<file path="config.mk">
export PLATFORM = sky130hd
export DESIGN_NAME = pin_walk_tester
export DESIGN_NICKNAME = d
export VERILOG_FILES = /design/src/rtl/pinwalk_pkg.sv /design/src/rtl/pinwalk_ctrl.sv /design/src/rtl/pinwalk_datapath.sv /design/src/rtl/pin_walk_tester.sv
export SDC_FILE = /design/constraint.sdc
export NUM_CORES = 1
export LEC_CHECK = 0
export ABC_CLOCK_PERIOD_IN_PS = 4600
export BUFFER_PORTS_ARGS = -buffer_cell sky130_fd_sc_hd__buf_4
export CORE_ASPECT_RATIO = 2
export CORE_UTILIZATION = 44
export CTS_BUF_LIST = sky130_fd_sc_hd__clkbuf_2 sky130_fd_sc_hd__clkbuf_4 sky130_fd_sc_hd__clkbuf_8
export DETAILED_ROUTE_END_ITERATION = 16
export PLACE_DENSITY = 0.92
export SLEW_MARGIN = 0
export SYNTH_ARGS = -nofsm -noshare
export SYNTH_HDL_FRONTEND = slang
export SYNTH_SLANG_ARGS = --single-unit
</file>
<file path="constraint.sdc">
create_clock -name clk -period 4.6 [get_ports clk]
set_clock_uncertainty 0.1 [all_clocks]
set_input_delay 0.69 -clock clk [delete_from_list [all_inputs] [get_ports clk]]
set_output_delay 0.69 -clock clk [all_outputs]
set_load 0.03 [all_outputs]
</file>
<file path="src/rtl/pinwalk_pkg.sv">
package pinwalk_pkg;

  // Upper bound on pins per phase; sets the index width
  localparam int MAX_PINS = 64;

  typedef logic [5:0] pinIdx_t;
  typedef pinIdx_t [MAX_PINS-1:0] orderTable_t;

  typedef enum logic {
    PH_DRIVE = 1'b0,
    PH_SENSE = 1'b1
  } phase_t;

  // Strobes from the sequencer to the pad datapath
  typedef struct packed {
    logic    testMode;
    logic    driveOn;
    logic    senseOn;
    pinIdx_t stepIdx;
    logic    capture;
    pinIdx_t captureIdx;
  } walkStrobe_t;

  // Build a linear order table: ascending 0..count-1 or descending count-1..0
  function automatic orderTable_t rampOrder(int count, bit descending);
    orderTable_t t;
    t = '0;
    for (int i = 0; i < MAX_PINS; i++) begin
      if (i < count) t[i] = descending ? pinIdx_t'(count - 1 - i) : pinIdx_t'(i);
    end
    return t;
  endfunction

endpackage

</file>
<file path="src/rtl/pinwalk_ctrl.sv">
module pinwalk_ctrl
  import pinwalk_pkg::*;
#(
  parameter int NUM_DRIVE = 34,
  parameter int NUM_SENSE = 50
) (
  input  logic        clk,
  input  logic        rstN,
  input  logic        testN,
  input  logic        stepIn,
  output walkStrobe_t strobe
);

  localparam pinIdx_t LAST_DRIVE = pinIdx_t'(NUM_DRIVE - 1);
  localparam pinIdx_t LAST_SENSE = pinIdx_t'(NUM_SENSE - 1);

  logic    testNPrev;
  logic    stepPrev;
  logic    testMode;
  logic    started;
  phase_t  phase;
  pinIdx_t idx;

  logic    stepFall;
  logic    enterReq;
  phase_t  nextPhase;
  pinIdx_t nextIdx;

  assign stepFall = testMode && !testN && stepPrev && !stepIn;
  assign enterReq = !testMode && testNPrev && !testN && !stepIn;

  // Successor of the current position; the first step lands on drive step 0
  always_comb begin
    nextPhase = PH_DRIVE;
    nextIdx   = '0;
    if (started) begin
      if (phase == PH_DRIVE) begin
        if (idx == LAST_DRIVE) begin
          nextPhase = PH_SENSE;
        end else begin
          nextIdx = idx + 1'b1;
        end
      end else begin
        if (idx != LAST_SENSE) begin
          nextPhase = PH_SENSE;
          nextIdx   = idx + 1'b1;
        end
      end
    end
  end

  always_ff @(posedge clk or negedge rstN) begin
    if (!rstN) begin
      testNPrev <= 1'b1;
      stepPrev  <= 1'b0;
      testMode  <= 1'b0;
      started   <= 1'b0;
      phase     <= PH_DRIVE;
      idx       <= '0;
    end else begin
      testNPrev <= testN;
      stepPrev  <= stepIn;
      if (testN) begin
        testMode <= 1'b0;
        started  <= 1'b0;
        phase    <= PH_DRIVE;
        idx      <= '0;
      end else if (enterReq) begin
        testMode <= 1'b1;
      end else if (stepFall) begin
        started <= 1'b1;
        phase   <= nextPhase;
        idx     <= nextIdx;
      end
    end
  end

  always_comb begin
    strobe.testMode   = testMode;
    strobe.driveOn    = testMode && started && (phase == PH_DRIVE);
    strobe.senseOn    = testMode && started && (phase == PH_SENSE);
    strobe.stepIdx    = idx;
    strobe.capture    = stepFall && (nextPhase == PH_SENSE);
    strobe.captureIdx = nextIdx;
  end

  AST_ENTRY_STEP_LOW: assert property (@(posedge clk) disable iff (!rstN)
    $rose(testMode) |-> $past(!stepIn && testNPrev && !testN));
  AST_EXIT_ON_HIGH: assert property (@(posedge clk) disable iff (!rstN)
    testN |=> !testMode);
  AST_HOLD_WITHOUT_FALL: assert property (@(posedge clk) disable iff (!rstN)
    (testMode && !testN && !(stepPrev && !stepIn)) |=> ($stable(idx) && $stable(phase)));
  AST_DRIVE_RANGE: assert property (@(posedge clk) disable iff (!rstN)
    (phase == PH_DRIVE) |-> (idx <= LAST_DRIVE));

endmodule

</file>
<file path="src/rtl/pinwalk_datapath.sv">
module pinwalk_datapath
  import pinwalk_pkg::*;
#(
  parameter int          NUM_OUT     = 17,
  parameter int          NUM_BIDIR   = 17,
  parameter int          NUM_IN      = 33,
  parameter int          OBS_IDX     = 3,
  parameter orderTable_t DRIVE_ORDER = rampOrder(NUM_OUT + NUM_BIDIR, 1'b0),
  parameter orderTable_t SENSE_ORDER = rampOrder(NUM_IN + NUM_BIDIR, 1'b1)
) (
  input  logic                 clk,
  input  logic                 rstN,
  input  walkStrobe_t          strobe,
  input  logic [NUM_OUT-1:0]   coreOutVal,
  input  logic [NUM_OUT-1:0]   coreOutEn,
  input  logic [NUM_BIDIR-1:0] coreBidirVal,
  input  logic [NUM_BIDIR-1:0] coreBidirEn,
  input  logic [NUM_IN-1:0]    padIn,
  input  logic [NUM_BIDIR-1:0] padBidirIn,
  output logic [NUM_OUT-1:0]   padOutVal,
  output logic [NUM_OUT-1:0]   padOutEn,
  output logic [NUM_BIDIR-1:0] padBidirVal,
  output logic [NUM_BIDIR-1:0] padBidirEn
);

  localparam int NUM_DRIVE = NUM_OUT + NUM_BIDIR;
  localparam int NUM_SENSE = NUM_IN + NUM_BIDIR;
  localparam logic [NUM_OUT-1:0] OBS_MASK = NUM_OUT'(1) << OBS_IDX;

  logic [NUM_DRIVE-1:0] driveSel;
  logic [NUM_SENSE-1:0] senseVec;
  logic                 senseLevel;
  logic                 obsBit;

  assign senseVec = {padBidirIn, padIn};

  // Level of the pin that the next sense step selects
  always_comb begin
    senseLevel = 1'b0;
    for (int k = 0; k < NUM_SENSE; k++) begin
      if (SENSE_ORDER[strobe.captureIdx] == pinIdx_t'(k)) senseLevel = senseVec[k];
    end
  end

  always_ff @(posedge clk or negedge rstN) begin
    if (!rstN) begin
      obsBit <= 1'b0;
    end else if (!strobe.testMode) begin
      obsBit <= 1'b0;
    end else if (strobe.capture) begin
      obsBit <= senseLevel;
    end
  end

  for (genvar g = 0; g < NUM_DRIVE; g++) begin : gDriveSel
    assign driveSel[g] = strobe.driveOn && (DRIVE_ORDER[strobe.stepIdx] == pinIdx_t'(g));
  end

  for (genvar g = 0; g < NUM_OUT; g++) begin : gOutPad
    if (g == OBS_IDX) begin : gObs
      assign padOutEn[g]  = strobe.testMode ? (driveSel[g] | strobe.senseOn) : coreOutEn[g];
      assign padOutVal[g] = strobe.testMode ? (strobe.senseOn & obsBit) : coreOutVal[g];
    end else begin : gPlain
      assign padOutEn[g]  = strobe.testMode ? driveSel[g] : coreOutEn[g];
      assign padOutVal[g] = strobe.testMode ? 1'b0 : coreOutVal[g];
    end
  end

  for (genvar g = 0; g < NUM_BIDIR; g++) begin : gBidirPad
    assign padBidirEn[g]  = strobe.testMode ? driveSel[NUM_OUT + g] : coreBidirEn[g];
    assign padBidirVal[g] = strobe.testMode ? 1'b0 : coreBidirVal[g];
  end

  AST_SINGLE_DRIVER: assert property (@(posedge clk) disable iff (!rstN)
    strobe.testMode |-> ($countones({padOutEn, padBidirEn}) <= 1));
  AST_DRIVE_LOW: assert property (@(posedge clk) disable iff (!rstN)
    strobe.driveOn |-> (((padOutVal & padOutEn) == '0) && ((padBidirVal & padBidirEn) == '0)));
  AST_SENSE_ONLY_OBS: assert property (@(posedge clk) disable iff (!rstN)
    strobe.senseOn |-> ((padOutEn == OBS_MASK) && (padBidirEn == '0)));
  AST_OBS_HOLD: assert property (@(posedge clk) disable iff (!rstN)
    (strobe.senseOn && !strobe.capture) |=> (!strobe.senseOn || $stable(padOutVal[OBS_IDX])));

endmodule

</file>
<file path="src/rtl/pin_walk_tester.sv">
module pin_walk_tester
  import pinwalk_pkg::*;
#(
  parameter int          NUM_OUT     = 17,
  parameter int          NUM_BIDIR   = 17,
  parameter int          NUM_IN      = 33,
  parameter int          OBS_IDX     = 3,
  parameter orderTable_t DRIVE_ORDER = rampOrder(NUM_OUT + NUM_BIDIR, 1'b0),
  parameter orderTable_t SENSE_ORDER = rampOrder(NUM_IN + NUM_BIDIR, 1'b1)
) (
  input  logic                 clk,
  input  logic                 rstN,
  input  logic                 testN,
  input  logic                 stepIn,
  input  logic [NUM_OUT-1:0]   coreOutVal,
  input  logic [NUM_OUT-1:0]   coreOutEn,
  input  logic [NUM_BIDIR-1:0] coreBidirVal,
  input  logic [NUM_BIDIR-1:0] coreBidirEn,
  input  logic [NUM_IN-1:0]    padIn,
  input  logic [NUM_BIDIR-1:0] padBidirIn,
  output logic [NUM_OUT-1:0]   padOutVal,
  output logic [NUM_OUT-1:0]   padOutEn,
  output logic [NUM_BIDIR-1:0] padBidirVal,
  output logic [NUM_BIDIR-1:0] padBidirEn,
  output logic                 coreRstN
);

  localparam int NUM_DRIVE = NUM_OUT + NUM_BIDIR;
  localparam int NUM_SENSE = NUM_IN + NUM_BIDIR;

  walkStrobe_t strobe;

  pinwalk_ctrl #(
    .NUM_DRIVE(NUM_DRIVE),
    .NUM_SENSE(NUM_SENSE)
  ) uCtrl (
    .clk    (clk),
    .rstN   (rstN),
    .testN  (testN),
    .stepIn (stepIn),
    .strobe (strobe)
  );

  pinwalk_datapath #(
    .NUM_OUT    (NUM_OUT),
    .NUM_BIDIR  (NUM_BIDIR),
    .NUM_IN     (NUM_IN),
    .OBS_IDX    (OBS_IDX),
    .DRIVE_ORDER(DRIVE_ORDER),
    .SENSE_ORDER(SENSE_ORDER)
  ) uPath (
    .clk         (clk),
    .rstN        (rstN),
    .strobe      (strobe),
    .coreOutVal  (coreOutVal),
    .coreOutEn   (coreOutEn),
    .coreBidirVal(coreBidirVal),
    .coreBidirEn (coreBidirEn),
    .padIn       (padIn),
    .padBidirIn  (padBidirIn),
    .padOutVal   (padOutVal),
    .padOutEn    (padOutEn),
    .padBidirVal (padBidirVal),
    .padBidirEn  (padBidirEn)
  );

  assign coreRstN = ~strobe.testMode;

endmodule

</file>
* Word-level counts from Yosys, hierarchy flattened
Memory sizes are Yosys's and may differ from the RTL's.
Index checks and enable logic that the tools add are counted.
** Operators by class
- Mux-type cells :: 141
- Add/subtract/negate cells :: 1
- Magnitude comparators :: 2
- Bitwise operators :: 4
- Equality and inequality tests :: 86
- Reduce and logical (&&, ||, !) cells :: 52
- Shift operators :: 0
- Multiply operators :: 0
- Div/mod/pow operators :: 0
** Operators with widths (count)
- 6-bit by 5-bit equality test with 1-bit output (second input constant) :: 32
- 1-bit two-way mux :: 132
- 6-bit equality test (second input constant) :: 21
- 6-bit by 4-bit equality test with 1-bit output (second input constant) :: 16
- 6-bit two-way mux :: 9
- 6-bit by 3-bit equality test with 1-bit output (second input constant) :: 8
- 1-bit logical AND :: 44
- 6-bit by 2-bit equality test with 1-bit output (second input constant) :: 4
- 6-bit by 7-bit < comparator with 1-bit output (second input constant) :: 2
- 6-bit by 1-bit equality test with 1-bit output (second input constant) :: 2
- 6-bit logical NOT :: 2
- 6-bit by 1-bit adder with 6-bit output (second input constant) :: 1
- 6-bit != test (second input constant) :: 1
- 2-bit != test (second input constant) :: 2
- 2-bit nonzero test :: 2
- 1-bit logical NOT :: 3
- 1-bit inverter :: 2
- 2-bit AND reduction :: 1
- 1-bit bitwise AND :: 1
- 1-bit OR :: 1
** Word-level totals
- Output and inout bits :: 69
- Bits in writable memories :: 0
- Latch bits :: 0
- ROM bits :: 768
- Memories :: 2
- Register bits after elaboration :: 12
** Memory list
- (no name shown) :: depth 64, width 6, rd ports 1, clocked after Yosys merged registers in 0, write ports 0, line pinwalk_datapath.sv:56 : assign driveSel[g] = strobe.driveOn && (DRIVE_ORDER[strobe.stepIdx] == pinIdx_t'(g));
- (no name shown) :: depth 64, width 6, rd ports 1, clocked after Yosys merged registers in 0, write ports 0, line pinwalk_datapath.sv:41 : if (SENSE_ORDER[strobe.captureIdx] == pinIdx_t'(k)) senseLevel = senseVec[k];

* Longest topological paths before layout
- Depth after elaboration :: 59
- Gate-level depth with buffers :: 17
- Mapped depth without buffers :: 14

* By module
Synthesis repeated with hierarchy kept, for this count alone.
** Second synthesis, totals
- Cells, all modules :: 391
- Area total of the unflattened synthesis :: 2563.7 um^2
** Modules (own cells, without submodules)
- pinwalk_datapath :: cells an instance 314, instances 1, area an instance 1876.8 um^2, sequential area each 25.0 um^2
- pinwalk_ctrl :: cells an instance 76, instances 1, area an instance 683.2 um^2, sequential area each 276.5 um^2
- pin_walk_tester :: cells an instance 1, instances 1, area an instance 3.8 um^2, sequential area each 0.0 um^2

* Worst setup path after synthesis
OpenSTA, ideal clock, no wires.
- Kind :: register -> register
- Start point :: reg uCtrl.idx[1]
- End point :: reg uPath.obsBit
- Arrival :: 3.213 ns
- Data required time :: 4.366 ns
- Setup slack :: 1.154 ns
- Clock period less this slack :: 3.446 ns
- Path buffers :: 3
- Stages on the path, launching flop included :: 18
- Cells stage by stage :: dfrtp_1 -> buf_2 -> inv_1 -> ha_1 -> and4bb_2 -> a21oi_4 -> clkbuf_8 -> nand2_1 -> ha_1 -> inv_1 -> mux2_4 -> buf_6 -> nand3_1 -> a2bb2o_1 -> o41ai_1 -> o31ai_1 -> o2111ai_1 -> nand4_1
** Between the ends
- Longest elaborated chain between the ends :: 59
- Elaborated cells on any way between the ends :: 117
- Those cells by class :: add/sub (1); eq/ne (52); mux (61); reduce/logical (2); memory (1)
** RTL lines
- start, declared :: line pinwalk_ctrl.sv:22 : pinIdx_t idx;
- start signal, assigned :: line pinwalk_ctrl.sv:73 : idx <= nextIdx;
- 6-bit by 1-bit adder with 6-bit output (tied with other cells) :: line pinwalk_ctrl.sv:41, pinwalk_ctrl.sv:46
- 6-bit two-way mux (on tied branches) :: line pinwalk_ctrl.sv:38, pinwalk_ctrl.sv:44
- 6-bit two-way mux :: line pinwalk_ctrl.sv:37 : if (phase == PH_DRIVE) begin
- 6-bit two-way mux :: line pinwalk_ctrl.sv:36 : if (started) begin
- memory 64 x 6 bit
- 6-bit two-way mux (not written as such) :: line pinwalk_datapath.sv:41
- 6-bit logical NOT :: line pinwalk_datapath.sv:41
- 1-bit two-way mux (50 in a row) :: line pinwalk_datapath.sv:41
- 1-bit two-way mux :: line pinwalk_datapath.sv:50 : end else if (strobe.capture) begin
- 1-bit two-way mux :: line pinwalk_datapath.sv:48 : end else if (!strobe.testMode) begin
- end signal, assigned :: line pinwalk_datapath.sv:51 : obsBit <= senseLevel;
- end, declared :: line pinwalk_datapath.sv:33 : logic obsBit;
Parallel ways exist; a longest one is shown, timed or not. The select of a mux whose other input is x is not followed.
A chain may end at the register's enable or synchronous reset.

* Worst setup path in the final report
- Start point :: reg uCtrl.idx[0]
- End point :: reg uPath.obsBit
The elaborated chain is that of the path after synthesis.

==> reports/summary.md <==
Summed over its instances, the top area cell type makes up 10.0% of the synthesized netlist area. Setup repair after global routing left no endpoint under its margin. The number of synthesized flops with an enable pin is 0, and the clock latency at the later pin of the worst-skew pair is 240 ps. In the global route stage, overall resource usage came out at 40.4%. Initial detailed-routing violation count: 291. Counting the fill cells in the layout gives 550.

The worst hold-check slack is 174 ps. The logs give 13.6 mm for the wire length reported by the detailed router and 4076 for the routed via count. The first-pass GRT wire length is 20.9 mm, and the width of the die is 59.3 µm. For the number of max-capacitance violations reported, the log shows 0. The initial utilization of the core area, before any placement, comes to 45.8%.

After clock tree synthesis, the clock-pin slew on the worst setup and hold paths is 60 ps. Startpoint of the worst register-to-register path: uCtrl.idx[0]. Summing the sequential cell areas from Yosys gives 10.4% of the chip area. The total die area is 0.00691 mm².

The half-perimeter wire length after detailed placement was 11.2 mm. After layout, the design draws a total of 0.000570 W. The total area inside the core boundary comes to 0.00631 mm². The flow ran to the end, and the final reports show no timing, DRC or antenna violations.

Once detail routing completed, the nets flagged for antenna violations numbered 0. The tools report the startpoint type of the worst setup path as a register. The unique cell type count in the Yosys netlist is 90.

STA puts the critical path data required time at 4620 ps. The routed design could run at a clock period as short as 4110 ps. By area the synthesized netlist is led by sky130_fd_sc_hd__o2bb2ai_1 (10%), sky130_fd_sc_hd__dfrtp_1 (9.5%), sky130_fd_sc_hd__nor2b_1 (7.8%). Leaving out fill and tap cells, the most frequent cell in the layout is sky130_fd_sc_hd__buf_4. For the total I/O pin count, the log shows 191. Setup violations remaining at the end of the flow were counted as 0.

The tools report the kind of end point of the critical path as a register. In the synthesized netlist the dominant register cell turns out to be sky130_fd_sc_hd__dfrtp_1. The slowest stage of the critical path is the sky130_fd_sc_hd__dfrtp_1 cell.

The synthesized netlist occupies a cell area of 0.00289 mm². The combined buffer and inverter count along the critical path is 1, and the maximum number of pins on one net before global-route repair is 43. The count of hold buffers inserted by post-cts repair was 0; the maximum fanout count along the critical path was 17. Dividing the detail-routed wire length by the instance count gives 21.3 µm.

The count of H-tree levels built during CTS is 1. In the final design database the tool counted 682 nets. The floorplan row count is 41. The total count of hold-check failures in the final report was 0. The die boundary height was 117 µm; the number of port buffers was 190.

In the layout the commonest cells are sky130_fd_sc_hd__buf_4 (201), sky130_fd_sc_hd__nor2b_1 (36), sky130_fd_sc_hd__o2bb2ai_1 (33), sky130_fd_sc_hd__nor2_1 (29), sky130_fd_sc_hd__nand2_1 (23). The weighted congestion at the end of routability-driven global placement is 0.991, and the setup TNS is 0 ps. The tools report the final number of max-transition violations as 0. The number of nets produced by synthesis was 501; the worst-case headroom to the max-slew limit was 45.5%. The tools report the root cell of the clock tree as sky130_fd_sc_hd__clkbuf_8. Of the available clock period, the critical path in the final layout requires 89.3%. The tools report the initial antenna violation count as 0.

Cell family with the largest share of critical-path delay: simple AND/OR/NAND/NOR gates. The logs give 376 for the synthesized instance count and 4130 ps for the critical path arrival. Dividing the synthesized area by the synthesized cell count gives 7.68 µm². The leading area contributor after synthesis was sky130_fd_sc_hd__o2bb2ai_1. The pre-antenna-repair detailed-routing pass consisted of 6 iterations. The cell with the most instances on the worst path is sky130_fd_sc_hd__ha_1. The detail-routed via count per cell is 6.35. The pre-CTS setup slack is 634 ps, and the power density normalized to cell area is 130 mW/mm².

By startpoint and endpoint, the worst setup path is classified as reg -> reg. For this run, the number of Yosys warnings is 0. The worst min-delay path class is in -> async.

For this run, the slowest stage of the critical path takes 710 ps. For this run the aggregate overflow at the end of global routing stands at 0. The tools report the first element of the critical path as uCtrl.idx[0]. The tools report the via count of the first global-routing pass as 4012. Traced cell by cell, the critical path runs through ha_1 -> and4bb_2 -> a21oi_4 -> nand2_1 -> ha_1 -> inv_1 -> mux2_4 -> nor3_2 -> nor3_1 -> o41ai_1 -> o31ai_1 -> o2111ai_1 -> nand4_1. In the routed design, unresolved DRC markers number 0. Counting tap cells, the placed design contains a total of 638 instances. Buffers added to address setup during post-CTS repair amount to 0. The transition time of the tightest slew-check pin is 806 ps, and the number of buffers added by the clock tree synthesis step is 3. In the post-route analysis, the smallest setup slack over all paths is 492 ps.

For this run, asynchronously set or reset flops after synthesis account for 100%. Compared with the post-synthesis result, the final layout area differs by 51.1%. The number of gates resized after CTS was 0. TritonCTS built the clock tree.

For this design the static power due to leakage is 1.89 nW. Number of diodes added for antenna fixing: 0. The count of cells in the finished layout, fillers not included, comes to 642. Of the cells placed in the final design, the portion with a size suffix greater than 1 is 44.4%. Clock tree synthesis found a total of 12 sinks.

Timing would allow up to 243 MHz. The clock passes through at most 2 buffers. VDD sags by at most 0.0000936 V.

Counting flops and latches in the post-synthesis netlist gives 12.
worst paths after layout:
path                                   end  slack, ps  depth (start not counted)
min reg2reg                 uCtrl.testMode        420                          2
max in group asynchronous  uCtrl.testNPrev       3990                          1
max reg2reg                   uPath.obsBit        490                         13
min                           uCtrl.idx[1]        170                          1
min in group clk            uCtrl.testMode        420                          2
max                           uPath.obsBit        490                         13
synthesized netlist by cell type (6+ instances only):
library cell and count:
sky130_fd_sc_hd__nor2_1 29, sky130_fd_sc_hd__nor2b_1 36, sky130_fd_sc_hd__o2bb2ai_1 33, sky130_fd_sc_hd__buf_6 6, sky130_fd_sc_hd__nand3b_1 7, sky130_fd_sc_hd__nand2b_1 8
sky130_fd_sc_hd__inv_1 13, sky130_fd_sc_hd__nor3_1 10, sky130_fd_sc_hd__o31ai_1 6, sky130_fd_sc_hd__nand3_1 16, sky130_fd_sc_hd__o21ai_0 18, sky130_fd_sc_hd__dfrtp_1 11
sky130_fd_sc_hd__a21oi_1 13, sky130_fd_sc_hd__clkbuf_1 9, sky130_fd_sc_hd__nand2_1 23
state kept, by name, summed over array words and instances (netlist names):
signal / cells
uCtrl.idx: 6
uCtrl.phase: 1
uCtrl.started: 1
uCtrl.stepPrev: 1
uCtrl.testMode: 1
uCtrl.testNPrev: 1
uPath.obsBit: 1
power breakdown:
group	internal [W]	switching [W]
sequential	0.000108	0.00000156
combinational	0.000159	0.000185
clock	0.0000758	0.0000413
total	0.000342	0.000227
layer usage:
layer  track usage [%]  wire [µm]
met1              38.5       4400
met2              72.1       7140
met3              9.41       1060
met4              30.5       1050
met5                 0          0
area by class of cell:
cell class | count | area (µm²) | area share (%)
well taps | 86 | 108 | 2.46
repair buffers | 201 | 1510 | 34.6
inverters | 14 | 52.6 | 1.20
multi-input cells | 325 | 2340 | 53.6
clock buffers | 4 | 55.1 | 1.26
flip-flops and latches | 12 | 302 | 6.91
cells by family after synthesis:
kind of cell	after synthesis	synth area share, %
mux	4	1.60
compound gates	147	43.5
fa+ha+maj	3	1.30
buf+inv	39	8.57
flops	12	10.4
simple gates	167	33.1
xor+xnor	4	1.47
stage by stage:
stage               instance area, µm²  util [%]
floorplan                         2890         -
global placement                  4310      68.3
detailed placement                4310      68.3
CTS                               4370      69.2
global route                      4370      69.2
finish                            4370      69.2
Note: power is estimated with default switching activity, not from simulation.
